[src/rtl/tsv_pkg.sv]
package tsv_pkg;
  typedef enum logic [1:0] {
    KIND_LDT   = 2'd0,
    KIND_CODE  = 2'd1,
    KIND_STACK = 2'd2,
    KIND_DATA  = 2'd3
  } seg_kind_e;

  localparam logic [7:0] VEC_BADTSS  = 8'd10;
  localparam logic [7:0] VEC_ABSENT  = 8'd11;
  localparam logic [7:0] VEC_STACKF  = 8'd12;
  localparam int         ACC_W       = 17;
  localparam logic [ACC_W-1:0] ACC_UNUSABLE = 17'h10000;
  localparam logic [4:0] TYPE_LDT_SYS = 5'h02;

  typedef struct packed {
    logic [31:0] base;
    logic [19:0] lim_raw;
    logic [4:0]  typ;
    logic [1:0]  dpl;
    logic        pres;
    logic        avl;
    logic        lmode;
    logic        db;
    logic        gran;
  } desc_fields_t;

  function automatic logic [15:0] make_errcode(input logic [15:0] sel, input logic ext);
    return {sel[15:2], 1'b0, ext};
  endfunction
endpackage

[src/rtl/tsv_sel_check.sv]
module tsv_sel_check
  import tsv_pkg::*;
#(
  parameter int LIM_W = 32
) (
  input  seg_kind_e        kind,
  input  logic [15:0]      sel,
  input  logic [LIM_W-1:0] gdt_limit,
  input  logic [LIM_W-1:0] ldt_limit,
  input  logic             ldt_ok,
  output logic             pre_fault,
  output logic             pre_null
);
  localparam int PAD_W = LIM_W - 16;

  logic [LIM_W-1:0] sel_top;
  logic             use_ldt;
  logic             lim_bad;
  logic             idx_zero;
  logic             bad_ldtr_ti;

  assign sel_top     = {{PAD_W{1'b0}}, (sel | 16'h0007)};
  assign use_ldt     = sel[2];
  assign bad_ldtr_ti = (kind == KIND_LDT) && use_ldt;
  assign idx_zero    = (sel[15:3] == 13'd0);

  always_comb begin
    if (use_ldt) lim_bad = !ldt_ok || (sel_top > ldt_limit);
    else         lim_bad = (sel_top > gdt_limit);
  end

  always_comb begin
    pre_fault = 1'b0;
    pre_null  = 1'b0;
    if (bad_ldtr_ti || lim_bad) begin
      pre_fault = 1'b1;
    end else if (idx_zero) begin
      if (kind == KIND_CODE || kind == KIND_STACK) pre_fault = 1'b1;
      else                                         pre_null  = 1'b1;
    end
  end
endmodule

[src/rtl/tsv_desc_check.sv]
module tsv_desc_check
  import tsv_pkg::*;
(
  input  seg_kind_e         kind,
  input  logic [1:0]        rpl,
  input  logic [1:0]        cpl,
  input  logic [63:0]       raw,
  output logic              dc_fault,
  output logic [7:0]        dc_vec,
  output logic [31:0]       dc_base,
  output logic [31:0]       dc_limit,
  output logic [ACC_W-1:0]  dc_access
);
  desc_fields_t f;
  logic is_code, is_stack, is_data, is_ldt, type_ok;
  logic conf, priv_bad;

  always_comb begin
    f.base    = {raw[63:56], raw[39:16]};
    f.lim_raw = {raw[51:48], raw[15:0]};
    f.typ     = raw[44:40];
    f.dpl     = raw[46:45];
    f.pres    = raw[47];
    f.avl     = raw[52];
    f.lmode   = raw[53];
    f.db      = raw[54];
    f.gran    = raw[55];
  end

  assign is_code  = (f.typ & 5'h18) == 5'h18;
  assign is_stack = (f.typ & 5'h1A) == 5'h12;
  assign is_data  = ((f.typ & 5'h18) == 5'h10) || ((f.typ & 5'h1A) == 5'h1A);
  assign is_ldt   = (f.typ == TYPE_LDT_SYS);
  assign conf     = f.typ[2];

  always_comb begin
    case (kind)
      KIND_LDT:   type_ok = is_ldt;
      KIND_CODE:  type_ok = is_code;
      KIND_STACK: type_ok = is_stack;
      default:    type_ok = is_data;
    endcase
  end

  always_comb begin
    case (kind)
      KIND_STACK: priv_bad = (rpl != cpl) || (f.dpl != cpl);
      KIND_CODE:  priv_bad = conf ? (cpl < f.dpl) : (cpl != f.dpl);
      KIND_DATA:  priv_bad = !(is_code && conf) && ((rpl > f.dpl) || (cpl > f.dpl));
      default:    priv_bad = 1'b0;
    endcase
  end

  always_comb begin
    dc_fault = 1'b1;
    dc_vec   = VEC_BADTSS;
    if (!type_ok) begin
      dc_vec = VEC_BADTSS;
    end else if (!f.pres) begin
      case (kind)
        KIND_LDT:   dc_vec = VEC_BADTSS;
        KIND_STACK: dc_vec = VEC_STACKF;
        default:    dc_vec = VEC_ABSENT;
      endcase
    end else if (priv_bad) begin
      dc_vec = VEC_BADTSS;
    end else begin
      dc_fault = 1'b0;
    end
  end

  assign dc_base   = f.base;
  assign dc_limit  = f.gran ? {f.lim_raw, 12'hFFF} : {12'd0, f.lim_raw};
  assign dc_access = {1'b0, f.gran, f.db, f.lmode, f.avl, 4'd0, f.pres, f.dpl, f.typ};
endmodule

[src/rtl/tsk_seg_validator.sv]
module tsk_seg_validator
  import tsv_pkg::*;
#(
  parameter int LIM_W = 32
) (
  input  logic             clk,
  input  logic             rst,
  input  logic             start_i,
  input  logic [1:0]       kind_i,
  input  logic [15:0]      sel_i,
  input  logic [1:0]       cpl_i,
  input  logic             ext_i,
  input  logic [LIM_W-1:0] gdt_limit_i,
  input  logic [LIM_W-1:0] ldt_limit_i,
  input  logic             ldt_ok_i,
  output logic             rd_req_o,
  output logic [15:0]      rd_off_o,
  output logic             rd_ldt_o,
  input  logic             rd_valid_i,
  input  logic             rd_pf_i,
  input  logic [63:0]      rd_data_i,
  output logic             busy_o,
  output logic             done_o,
  output logic             ok_o,
  output logic             fault_o,
  output logic             pf_o,
  output logic [7:0]       vec_o,
  output logic [15:0]      err_o,
  output logic [31:0]      base_o,
  output logic [31:0]      limit_o,
  output logic [16:0]      access_o
);
  typedef enum logic {ST_IDLE, ST_WAIT} st_e;

  st_e         state;
  seg_kind_e   kind_q;
  logic [15:0] sel_q;
  logic [1:0]  cpl_q;
  logic        ext_q;

  logic pre_fault, pre_null;
  logic dc_fault;
  logic [7:0]  dc_vec;
  logic [31:0] dc_base, dc_limit;
  logic [ACC_W-1:0] dc_access;

  tsv_sel_check #(.LIM_W(LIM_W)) u_sel (
    .kind(seg_kind_e'(kind_i)), .sel(sel_i),
    .gdt_limit(gdt_limit_i), .ldt_limit(ldt_limit_i), .ldt_ok(ldt_ok_i),
    .pre_fault(pre_fault), .pre_null(pre_null)
  );

  tsv_desc_check u_desc (
    .kind(kind_q), .rpl(sel_q[1:0]), .cpl(cpl_q), .raw(rd_data_i),
    .dc_fault(dc_fault), .dc_vec(dc_vec), .dc_base(dc_base),
    .dc_limit(dc_limit), .dc_access(dc_access)
  );

  assign busy_o = (state == ST_WAIT);

  always_ff @(posedge clk) begin
    if (rst) begin
      state    <= ST_IDLE;
      kind_q   <= KIND_LDT;
      sel_q    <= '0;
      cpl_q    <= '0;
      ext_q    <= 1'b0;
      rd_req_o <= 1'b0;
      rd_off_o <= '0;
      rd_ldt_o <= 1'b0;
      done_o   <= 1'b0;
      ok_o     <= 1'b0;
      fault_o  <= 1'b0;
      pf_o     <= 1'b0;
      vec_o    <= '0;
      err_o    <= '0;
      base_o   <= '0;
      limit_o  <= '0;
      access_o <= '0;
    end else begin
      done_o <= 1'b0;
      case (state)
        ST_IDLE: begin
          if (start_i) begin
            kind_q <= seg_kind_e'(kind_i);
            sel_q  <= sel_i;
            cpl_q  <= cpl_i;
            ext_q  <= ext_i;
            if (pre_fault) begin
              done_o  <= 1'b1;
              ok_o    <= 1'b0;
              fault_o <= 1'b1;
              pf_o    <= 1'b0;
              vec_o   <= VEC_BADTSS;
              err_o   <= make_errcode(sel_i, ext_i);
            end else if (pre_null) begin
              done_o   <= 1'b1;
              ok_o     <= 1'b1;
              fault_o  <= 1'b0;
              pf_o     <= 1'b0;
              base_o   <= '0;
              limit_o  <= '0;
              access_o <= ACC_UNUSABLE;
            end else begin
              state    <= ST_WAIT;
              rd_req_o <= 1'b1;
              rd_off_o <= sel_i & 16'hFFF8;
              rd_ldt_o <= sel_i[2];
            end
          end
        end
        ST_WAIT: begin
          if (rd_pf_i) begin
            state    <= ST_IDLE;
            rd_req_o <= 1'b0;
            done_o   <= 1'b1;
            ok_o     <= 1'b0;
            fault_o  <= 1'b0;
            pf_o     <= 1'b1;
          end else if (rd_valid_i) begin
            state    <= ST_IDLE;
            rd_req_o <= 1'b0;
            done_o   <= 1'b1;
            pf_o     <= 1'b0;
            if (dc_fault) begin
              ok_o    <= 1'b0;
              fault_o <= 1'b1;
              vec_o   <= dc_vec;
              err_o   <= make_errcode(sel_q, ext_q);
            end else begin
              ok_o     <= 1'b1;
              fault_o  <= 1'b0;
              base_o   <= dc_base;
              limit_o  <= dc_limit;
              access_o <= dc_access;
            end
          end
        end
        default: state <= ST_IDLE;
      endcase
    end
  end
endmodule

[config.mk]
export PLATFORM = sky130hd
export DESIGN_NAME = tsk_seg_validator
export DESIGN_NICKNAME = d
export VERILOG_FILES = /design/src/rtl/tsv_pkg.sv /design/src/rtl/tsv_sel_check.sv /design/src/rtl/tsv_desc_check.sv /design/src/rtl/tsk_seg_validator.sv
export SDC_FILE = /design/constraint.sdc
export NUM_CORES = 1
export LEC_CHECK = 0
export CAP_MARGIN = 20
export CELL_PAD_IN_SITES_DETAIL_PLACEMENT = 1
export CELL_PAD_IN_SITES_GLOBAL_PLACEMENT = 1
export CORE_MARGIN = 4
export CORE_UTILIZATION = 27
export DETAILED_ROUTE_END_ITERATION = 12
export HOLD_SLACK_MARGIN = 0.1
export PLACE_DENSITY_LB_ADDON = 0.08
export SETUP_SLACK_MARGIN = 0.1
export SLEW_MARGIN = 20
export SYNTH_ARGS = -nofsm -noshare
export SYNTH_HDL_FRONTEND = slang
export SYNTH_SLANG_ARGS = --single-unit
[constraint.sdc]
create_clock -name clk -period 2.6 [get_ports clk]
set_input_delay 0.26 -clock clk [delete_from_list [all_inputs] [get_ports clk]]
set_output_delay 0.26 -clock clk [all_outputs]
set_load 0.02 [all_outputs]
# ---- After elaboration in Yosys (flattened, before gate mapping)
# Cells that the tools add are included.
# Widths: inputs -> output; s select.
dict set report word_totals {
  ff_bits 146
  inputBits 155
  out_inout_bits 128
  elab_cells 152
}
dict set report op_classes {
  n_lt_le_gt_ge 5
  eq_ne 24
  n_mux 83
  bitwise_logic 3
  reduce_logical 20
}
# operator n
set op_table {}
lappend op_table {{$mux 32} 10}
lappend op_table {{$pmux 32 s2} 2}
lappend op_table {{$mux 17} 6}
lappend op_table {{$mux 16} 5}
lappend op_table {{$gt 16x32->1} 2}
lappend op_table {{$mux 1} 41}
lappend op_table {{$mux 8} 5}
lappend op_table {{$pmux 17 s2} 1}
lappend op_table {{$pmux 16 s2} 1}
lappend op_table {{$ne 2x2->1 const B} 8}
lappend op_table {{$pmux 8 s2} 1}
lappend op_table {{$logic_not 13->1} 1}
lappend op_table {{$pmux 1 s2} 6}
lappend op_table {{$eq 2x2->1 const B} 5}
lappend op_table {{$reduce_and 4->1} 2}
lappend op_table {{$eq 3x3->1 const B} 2}
lappend op_table {{$logic_or 1x1->1} 6}
lappend op_table {{$mux 3} 2}
lappend op_table {{$ne 2x2->1} 3}
lappend op_table {{$ne 3x3->1 const B} 2}
lappend op_table {{$pmux 1 s3} 2}
lappend op_table {{$pmux 3 s2} 1}
lappend op_table {{$reduce_and 6->1} 1}
lappend op_table {{$eq 5x2->1 const B} 1}
lappend op_table {{other kinds (11)} 19}

# ---- Longest topological paths before layout
# Gate-level depths: netlist (run 1).
dict set report logic_depth {
  depth_word 12
  depth_mapped 12
  ltp_nobuf 9
}

# ---- Modules after synthesis
# A second synthesis (run 1) with hierarchy kept.
dict set report hier_totals {
  cells_unflattened 913
  area_unflattened_um2 8341.8
}
# mod instances cells_per_inst area_per_inst_um2 seq_area_each_um2
set modules_own_cells {}
lappend modules_own_cells {tsk_seg_validator 1 667 6598.8 2902.8}
lappend modules_own_cells {tsv_desc_check 1 128 919.6 0.0}
lappend modules_own_cells {tsv_sel_check 1 118 823.3 0.0}

# ---- Worst setup path before layout (run 1)
# No wires, ideal clock.
dict set report synth_timing {
  kind {input port to flip-flop}
  start {in gdt_limit_i[13]}
  end {reg rd_off_o[13]}
  setup_time_ns 0.072
  arrival_time_ns 2.366
  path_slack_ns 0.163
  cell_stages 12
  cell_sequence {inv_1 > ha_1 > a21o_1 > a21o_1 > a211o_1 > a211oi_1 > or3_1 > buf_2 > and3_1 > buf_4 > buf_4 > mux2i_1}
}
dict set report synth_via {
  elab_chain_cells 6
  elab_cells_between_ends 8
}
# element line_no
set synth_lines {}
lappend synth_lines {{from (decl)} tsk_seg_validator.sv:13} ;# input logic [LIM_W-1:0] gdt_limit_i,
lappend synth_lines {{$gt 16x32->1 *} tsv_sel_check.sv:29} ;# else lim_bad = (sel_top > gdt_limit);
lappend synth_lines {{$mux 1 *} tsv_sel_check.sv:28} ;# if (use_ldt) lim_bad = !ldt_ok || (sel_top > ldt_limit);
lappend synth_lines {{$logic_or 1x1->1 *} tsv_sel_check.sv:35} ;# if (bad_ldtr_ti || lim_bad) begin
lappend synth_lines {{$mux 1} tsv_sel_check.sv:35}
lappend synth_lines {{$not 1->1 (no line)} -}
lappend synth_lines {{$reduce_and 4->1 (no line) *} -}
lappend synth_lines {{to (signal assigned)} tsk_seg_validator.sv:107} ;# rd_off_o <= sel_i & 16'hFFF8;
lappend synth_lines {{to (decl)} tsk_seg_validator.sv:17} ;# output logic [15:0] rd_off_o,
# Every way passes the cells marked *; elsewhere a longest branch is shown, timed or not.
# A chain may end at the register's enable or synchronous reset.

# ---- Worst setup path in the final report (run 1)
dict set report layout_timing {
  start {in ldt_limit_i[8]}
  end {reg access_o[15]}
}
dict set report layout_via {
  elab_chain_cells 7
  elab_cells_between_ends 9
}
# element line_no
set layout_lines {}
lappend layout_lines {{from (decl)} tsk_seg_validator.sv:14} ;# input logic [LIM_W-1:0] ldt_limit_i,
lappend layout_lines {{$gt 16x32->1 *} tsv_sel_check.sv:28}
lappend layout_lines {{$logic_or 1x1->1 *} tsv_sel_check.sv:28}
lappend layout_lines {{$mux 1 *} tsv_sel_check.sv:28}
lappend layout_lines {{$logic_or 1x1->1 *} tsv_sel_check.sv:35}
lappend layout_lines {{$mux 1} tsv_sel_check.sv:35}
lappend layout_lines {{$ne 2x2->1 (no line)} -}
lappend layout_lines {{$reduce_and 6->1 (no line) *} -}
lappend layout_lines {{to (signal assigned)} tsk_seg_validator.sv:135} ;# access_o <= dc_access;
lappend layout_lines {{to (decl)} tsk_seg_validator.sv:31} ;# output logic [16:0] access_o
# Marks and branches as above.

==> results.toml, run 1 <==
[sta]
worst_slack_ps = 150
fmax_mhz = 408
worst_pin_slew_ps = 612
setup_tns_ps = 0
drv_slew = 0
post-route-period-util = 0.942
setup_violations = 0
layout_min_cycle_time_ps = 2450
finalHoldViolCount = 0
relSlewSlack = 0.588
rsz0062_at_grt = "no"
fin_skew_ps = 12.7

[grt]
grt_pass1_vias = 6558
antenna_found_initial = 2
gr-total-overflow = 0
grtUsageTotal = 0.176
grt_max_degree = 46
grt_pass1_wl_um = 36000

[hold_path]
hold_class = "input pin to flop"

[cells_and_area]
regArea_um2 = 2740
fin_nets = 1136
n_fill_cell = 2400
utilization = 0.486
diodes = 0
drive_gt1_frac = 0.189
area_delta_synth_final_pct = 74.2
multi_input_area_um2 = 3420
final_common_cell = "clkdlybuf4s50_1"
mostFrequentLayoutCells = "clkdlybuf4s50_1, dfxtp_1, a22o_1"
fin_area_um2 = 10700

[synthesis]
ys_ff_latch = 137
synth_cell_type_count = 50
synthTopCellsByArea = "dfxtp_1, a22o_1, ha_1, mux2i_1, a21oi_1"
synthArstFlopShare = 0
syn_area_per_cell_um2 = 9.70
synth_top_area_cell = "dfxtp_1"
synth_ff_type = "dfxtp_1"
ys_warn_count = 0
netlist_instances = 635
synth_area_um2 = 6160
yosysSeqAreaShare = 0.445
synth_edf_count = 0
synth_top_cell_area_share = 0.445

[clocking]
clockRootBuffer = "clkbuf_16"
h-tree-depth = 4
clkLatencyLatePin_ps = 420
cts_hold_buf = 0
clockBufferDepth = 2
cts_buffers = 17
clock_sinks = 137
clk_pin_slew_worst_paths_ps = 60
cts_tree = "done"

[route]
viasPerCell = 4.91
route.met2.wl_um = 12300
vias = 6097
wl_per_cell_um = 19.7
dr.max_layer_used = "met5"
drt-pass1-iter-count = 4
met1Wirelength_um = 10000
route.detailed.drc = 0
drtAntennaViolNets = 0
drt_wl_total_um = 24500
dr_wl_met3_um = 1700
dr.first_iter.drc_count = 234

[place]
post-place-ws_ps = -558
detailed_place_hpwl_um = 17800
dpl_cell_area_um2 = 9470
io_buffers = 270
gp_congestion = 0.811

[floorplan]
dieArea_um2 = 25300
die_h_um = 159
num_rows = 54
pin_count = 283
start_util = 0.279
design.core.area_um2 = 22100
die_w_um = 159

[critical_path]
worst_setup_path_end_kind = "flop"
worstSetupPathType = "input pin to flop"
critical_path.max_fanout = 8
required_ps = 2960
cp_data_arrival_time_ps = 2810
setup.worst_path.start_class = "input pin"

[power]
power_mw = 5.77
p_leak_nw = 4.39
power.density_nw_per_um2 = 538
ir_drop_mv = 0.357

[run_status]
status = "finished, final reports clean"

[run]
cap_violations = 0
==> final cells by class <==
class	instances	area share
clock buffers	17	0.0397
clock inverters	14	0.0149
inverters	34	0.0119
multi-input cells	420	0.319
flip-flops and latches	137	0.256
well taps	280	0.0327
repair buffers	340	0.326
==> metrics by stage <==
step	hold slack, ps	cells
6_report	136	1242
5_1_grt	129	1242
4_1_cts	109	1233
3_5_place_dp	441	1200
3_3_place_gp	439	1200
2_1_floorplan	385	646
==> repair_timing <==
action                                  CTS  global route
cloned                                    1             8
setup buffers                             1             1
endpoints found under the setup margin   92            94
gates resized for setup                  20            88
pin swaps                                 4            32
==> registers in the layout (all words and copies together), names as in the netlist <==
name / flops
base_o: 32
limit_o: 32
sel_q: 16
err_o: 15
access_o: 13
rd_off_o: 13
vec_o: 4
cpl_q: 2
kind_q: 2
busy_o: 1
done_o: 1
ext_q: 1
fault_o: 1
ok_o: 1
pf_o: 1
rd_ldt_o: 1
rd_req_o: 1
==> report_power, final <==
part / switching (mW) / internal (mW)
Clock: 1.01 / 1.43
Sequential: 0.0464 / 2.17
Combinational: 0.523 / 0.583
==> worst paths after layout <==
check	startpoint	to	slack, ps	depth (start not counted)
setup / recovery	ldt_limit_i[8]	access_o[15]	150	12
hold / removal	rst	kind_q[1]	140	2
setup reg to reg	cpl_q[1]	access_o[15]	210	10
hold reg to reg	access_o[15]	access_o[15]	450	1
==> layer usage <==
metal	vias to the layer above	GRT usage
met5	-	0
met4	4	0.0481
met3	34	0.0590
met2	225	0.317
met1	2917	0.200
li1	2917	-
==> kinds of logic after synthesis <==
logic type	count (synthesis)	share of synthesized area
muxes	38	0.0618
DFF	137	0.445
other	1	0.000609
xor gates and xnor gates	2	0.00285
and+or+nand+nor	156	0.127
buffers and inverters	89	0.0709
AOI/OAI and AO/OA	180	0.227
adders and majority gates	32	0.0646
==> critical path: stages <==
cell,delay [ps]
clkdlybuf4s50_1,460
inv_1,60
ha_4,260
nand2_2,60
nor3_4,160
o21ai_1,110
o211a_1,150
or3_4,420
a211oi_4,330
clkbuf_16,250
buf_6,160
a21o_1,120
==> cell usage after synthesis, types with 2 or more instances <==
master	instances
dfxtp_1	137
a22o_1	54
nand2_1	54
a21oi_1	51
mux2i_1	38
inv_1	34
nand2b_1	32
ha_1	31
clkbuf_1	26
nor2_1	23
a311oi_1	15
buf_4	15
nor4_1	11
o2bb2ai_1	10
o2bb2ai_2	10
a21o_1	7
buf_2	7
nand3_1	7
nand4_1	7
nor3_1	7
o21ai_0	7
buf_6	5
and3_1	4
a211oi_1	3
a31oi_1	3
nand3b_1	3
nor2b_1	3
o22ai_1	3
a21boi_0	2
a22oi_1	2
and4b_1	2
buf_1	2
o21a_1	2
xor2_1	2
Power figures use the tool's default switching activity.
==> run 2, diff against run 1 <==
--- a/config.mk
+++ b/config.mk
@@ -8,8 +8,9 @@
 export CAP_MARGIN = 20
 export CELL_PAD_IN_SITES_DETAIL_PLACEMENT = 1
 export CELL_PAD_IN_SITES_GLOBAL_PLACEMENT = 1
+export CORE_ASPECT_RATIO = 0.8
 export CORE_MARGIN = 4
-export CORE_UTILIZATION = 27
+export CORE_UTILIZATION = 30
 export DETAILED_ROUTE_END_ITERATION = 12
 export HOLD_SLACK_MARGIN = 0.1
 export PLACE_DENSITY_LB_ADDON = 0.08
==> constraint.sdc (replaced) <==
create_clock -name clk -period 2.54 [get_ports clk]
set_input_delay 0.254 -clock clk [delete_from_list [all_inputs] [get_ports clk]]
set_output_delay 0.254 -clock clk [all_outputs]
set_load 0.02 [all_outputs]
==> run 2 against run 1 <==
Compared with the run above:
- sequential power rose by 3%
- critical path depth did not move
- clock skew fell by 1.6 ps
- clock power fell by 2%
- routed wire length fell by 0.18%
- via count rose by 0.33%
- combinational power rose by 6%
- core utilization rose by 6.0 points
- sequential share of layout area fell by 0.35 points
- sequential cell count did not move
- global-route usage rose by 3.0 points
- die area fell by 9.5%
- critical path type is now flop to flop
- critical endpoint is now base_o[16]
==> results.toml, run 2 (synthesis results as in run 1) <==
[route]
wl_per_cell_um = 19.7
drt_wl_total_um = 24500
dr.first_iter.drc_count = 266
drt-pass1-iter-count = 4
route.detailed.drc = 0
viasPerCell = 4.92
vias = 6117
drtAntennaViolNets = 0

[critical_path]
crit_path_max_incr_delay_ps = 350
cp_slowest_cell = "dfxtp_4"
critical_path.max_fanout = 5
path_common_cell = "buf_12"
critPathBufInv = 4
setup.worst_path.start_class = "flop"
r2r_slack_ps = 110
r2r_start = "cpl_q[1]"
crit_start = "cpl_q[1]"
worst_setup_path_end_kind = "flop"
path_cells = "ha_4 -> nor2b_4 -> o21a_1 -> o31ai_2 -> o22ai_2 -> and3_4 -> a211oi_4 -> buf_12 -> buf_12 -> buf_8 -> clkbuf_16 -> a22o_1"
required_ps = 2900
cp_data_arrival_time_ps = 2790
worstSetupPathType = "flop to flop"
path_delay_family = "compound AO/OA/AOI/OAI gates"

[floorplan]
start_util = 0.308
design.core.area_um2 = 20000
pin_count = 283
die_w_um = 168
die_h_um = 136
dieArea_um2 = 22900
num_rows = 46

[cells_and_area]
final_common_cell = "clkdlybuf4s50_1"
mostFrequentLayoutCells = "clkdlybuf4s50_1, dfxtp_1, buf_4"
drive_gt1_frac = 0.222
fin_nets = 1151
fin_area_um2 = 10900
n_fill_cell = 2169
multi_input_area_um2 = 3530
top_regs = "base_o (32), limit_o (32), sel_q (16)"
area_delta_synth_final_pct = 77.1
regArea_um2 = 2750

[power]
power_mw = 5.85
ir_drop_mv = 0.348
p_leak_nw = 4.45
p_int_mw = 4.24
sw_frac_of_total = 0.275
power.density_nw_per_um2 = 537
clkPwrFrac = 0.409
p_switching_mw = 1.61
pwr-share-seq = 0.389
combPwrFrac = 0.202

[run]
cap_violations = 0

[clocking]
clock_sinks = 137
h-tree-depth = 4
clockBufferDepth = 2
clockRootBuffer = "clkbuf_16"
cts_hold_buf = 0
clkLatencyLatePin_ps = 420
cts_tree = "done"
clk_pin_slew_worst_paths_ps = 60
cts_buffers = 17

[place]
gp_congestion = 0.831
io_buffers = 270
dpl_cell_area_um2 = 9530
detailed_place_hpwl_um = 17800
post-place-ws_ps = -606

[sta]
fin_skew_ps = 11.1
layout_min_cycle_time_ps = 2430
relSlewSlack = 0.647
setup_violations = 0
post-route-period-util = 0.958
rsz0062_at_grt = "yes"
setup_tns_ps = 0
drv_slew = 0
worst_pin_slew_ps = 529
worst_slack_ps = 107
finalHoldViolCount = 0
fmax_mhz = 411

[grt]
grtUsageTotal = 0.207
grt_pass1_vias = 6645
grt_pass1_wl_um = 37400
gr-total-overflow = 0
grt_max_degree = 61
antenna_found_initial = 2

[hold_path]
holdCritStartpoint = "rd_data_i[46]"
hold_class = "input pin to flop"

[run_status]
status = "finished, final reports clean"
run 2: changes by cell type in the layout (fill, tap and decap cells not counted), sizes merged:
cell and change:
buf +24, clkbuf -1, dlymetal6s2s -6, dlygate4sd2 +26
clkdlybuf4s50 -24, clkinv +1, bufinv -1, inv -3
diode +1
run 2: path summary, 6_finish.rpt:
check        cells after the start          end
max                             12   base_o[16]
min                              2  access_o[6]
max reg2reg                     12   base_o[16]
min reg2reg                      2    sel_q[11]
run 2: power by group through the flow:
stage                     logic (mW)  clock network, mW  registers, mW
after floorplan                0.393                  0           2.38
after global placement          1.00                  0           2.32
after detailed placement        1.03                  0           2.32
after CTS                       1.13               2.46           2.27
after global routing            1.28               2.56           2.29
final                           1.18               2.39           2.28
run 2: metrics by stage:
stage / std cells / hold slack, ps / util
after global placement: 1189 / 440 / 0.477
after detailed placement: 1189 / 446 / 0.477
after CTS: 1235 / 272 / 0.532
after floorplan: 646 / 379 / -
after global routing: 1243 / 140 / 0.546
final: 1243 / 136 / 0.546
run 2: area by class of cell:
class                           count  area share
Sequential cell                   137       0.252
Multi-Input combinational cell    420       0.324
Timing Repair Buffer              355       0.330
Clock inverter                     11      0.0104
Antenna cell                        1    0.000229
Tap cell                          264      0.0303
Clock buffer                       21      0.0413
Inverter                           34      0.0117
run 2: repair_timing:
action / CTS / global route
setup endpoints to repair: 108 / 77
gates cloned: 5 / 1
pin swaps: 40 / 48
buffers inserted: 10 / 6
resized for setup: 114 / 63
run 2: worst reg2reg max path, delay by kind of cell, from the launching register on:
| kind | cells | cell delay (ps) |
|---|---|---|
| AOI/OAI and AO/OA | 5 | 930 |
| and+or+nand+nor | 2 | 340 |
| buffers and inverters | 4 | 530 |
| adders and majority gates | 1 | 230 |
| DFF | 1 | 350 |
run 2: per-layer routing:
layer	share of wire	GRT usage	routed length, um	vias up
met2	0.49	0.351	11900	189
met5	0.00078	0	19	-
li1	-	-	-	2941
met1	0.44	0.266	10900	2961
met4	0.012	0.0491	297	2
met3	0.057	0.0515	1390	24
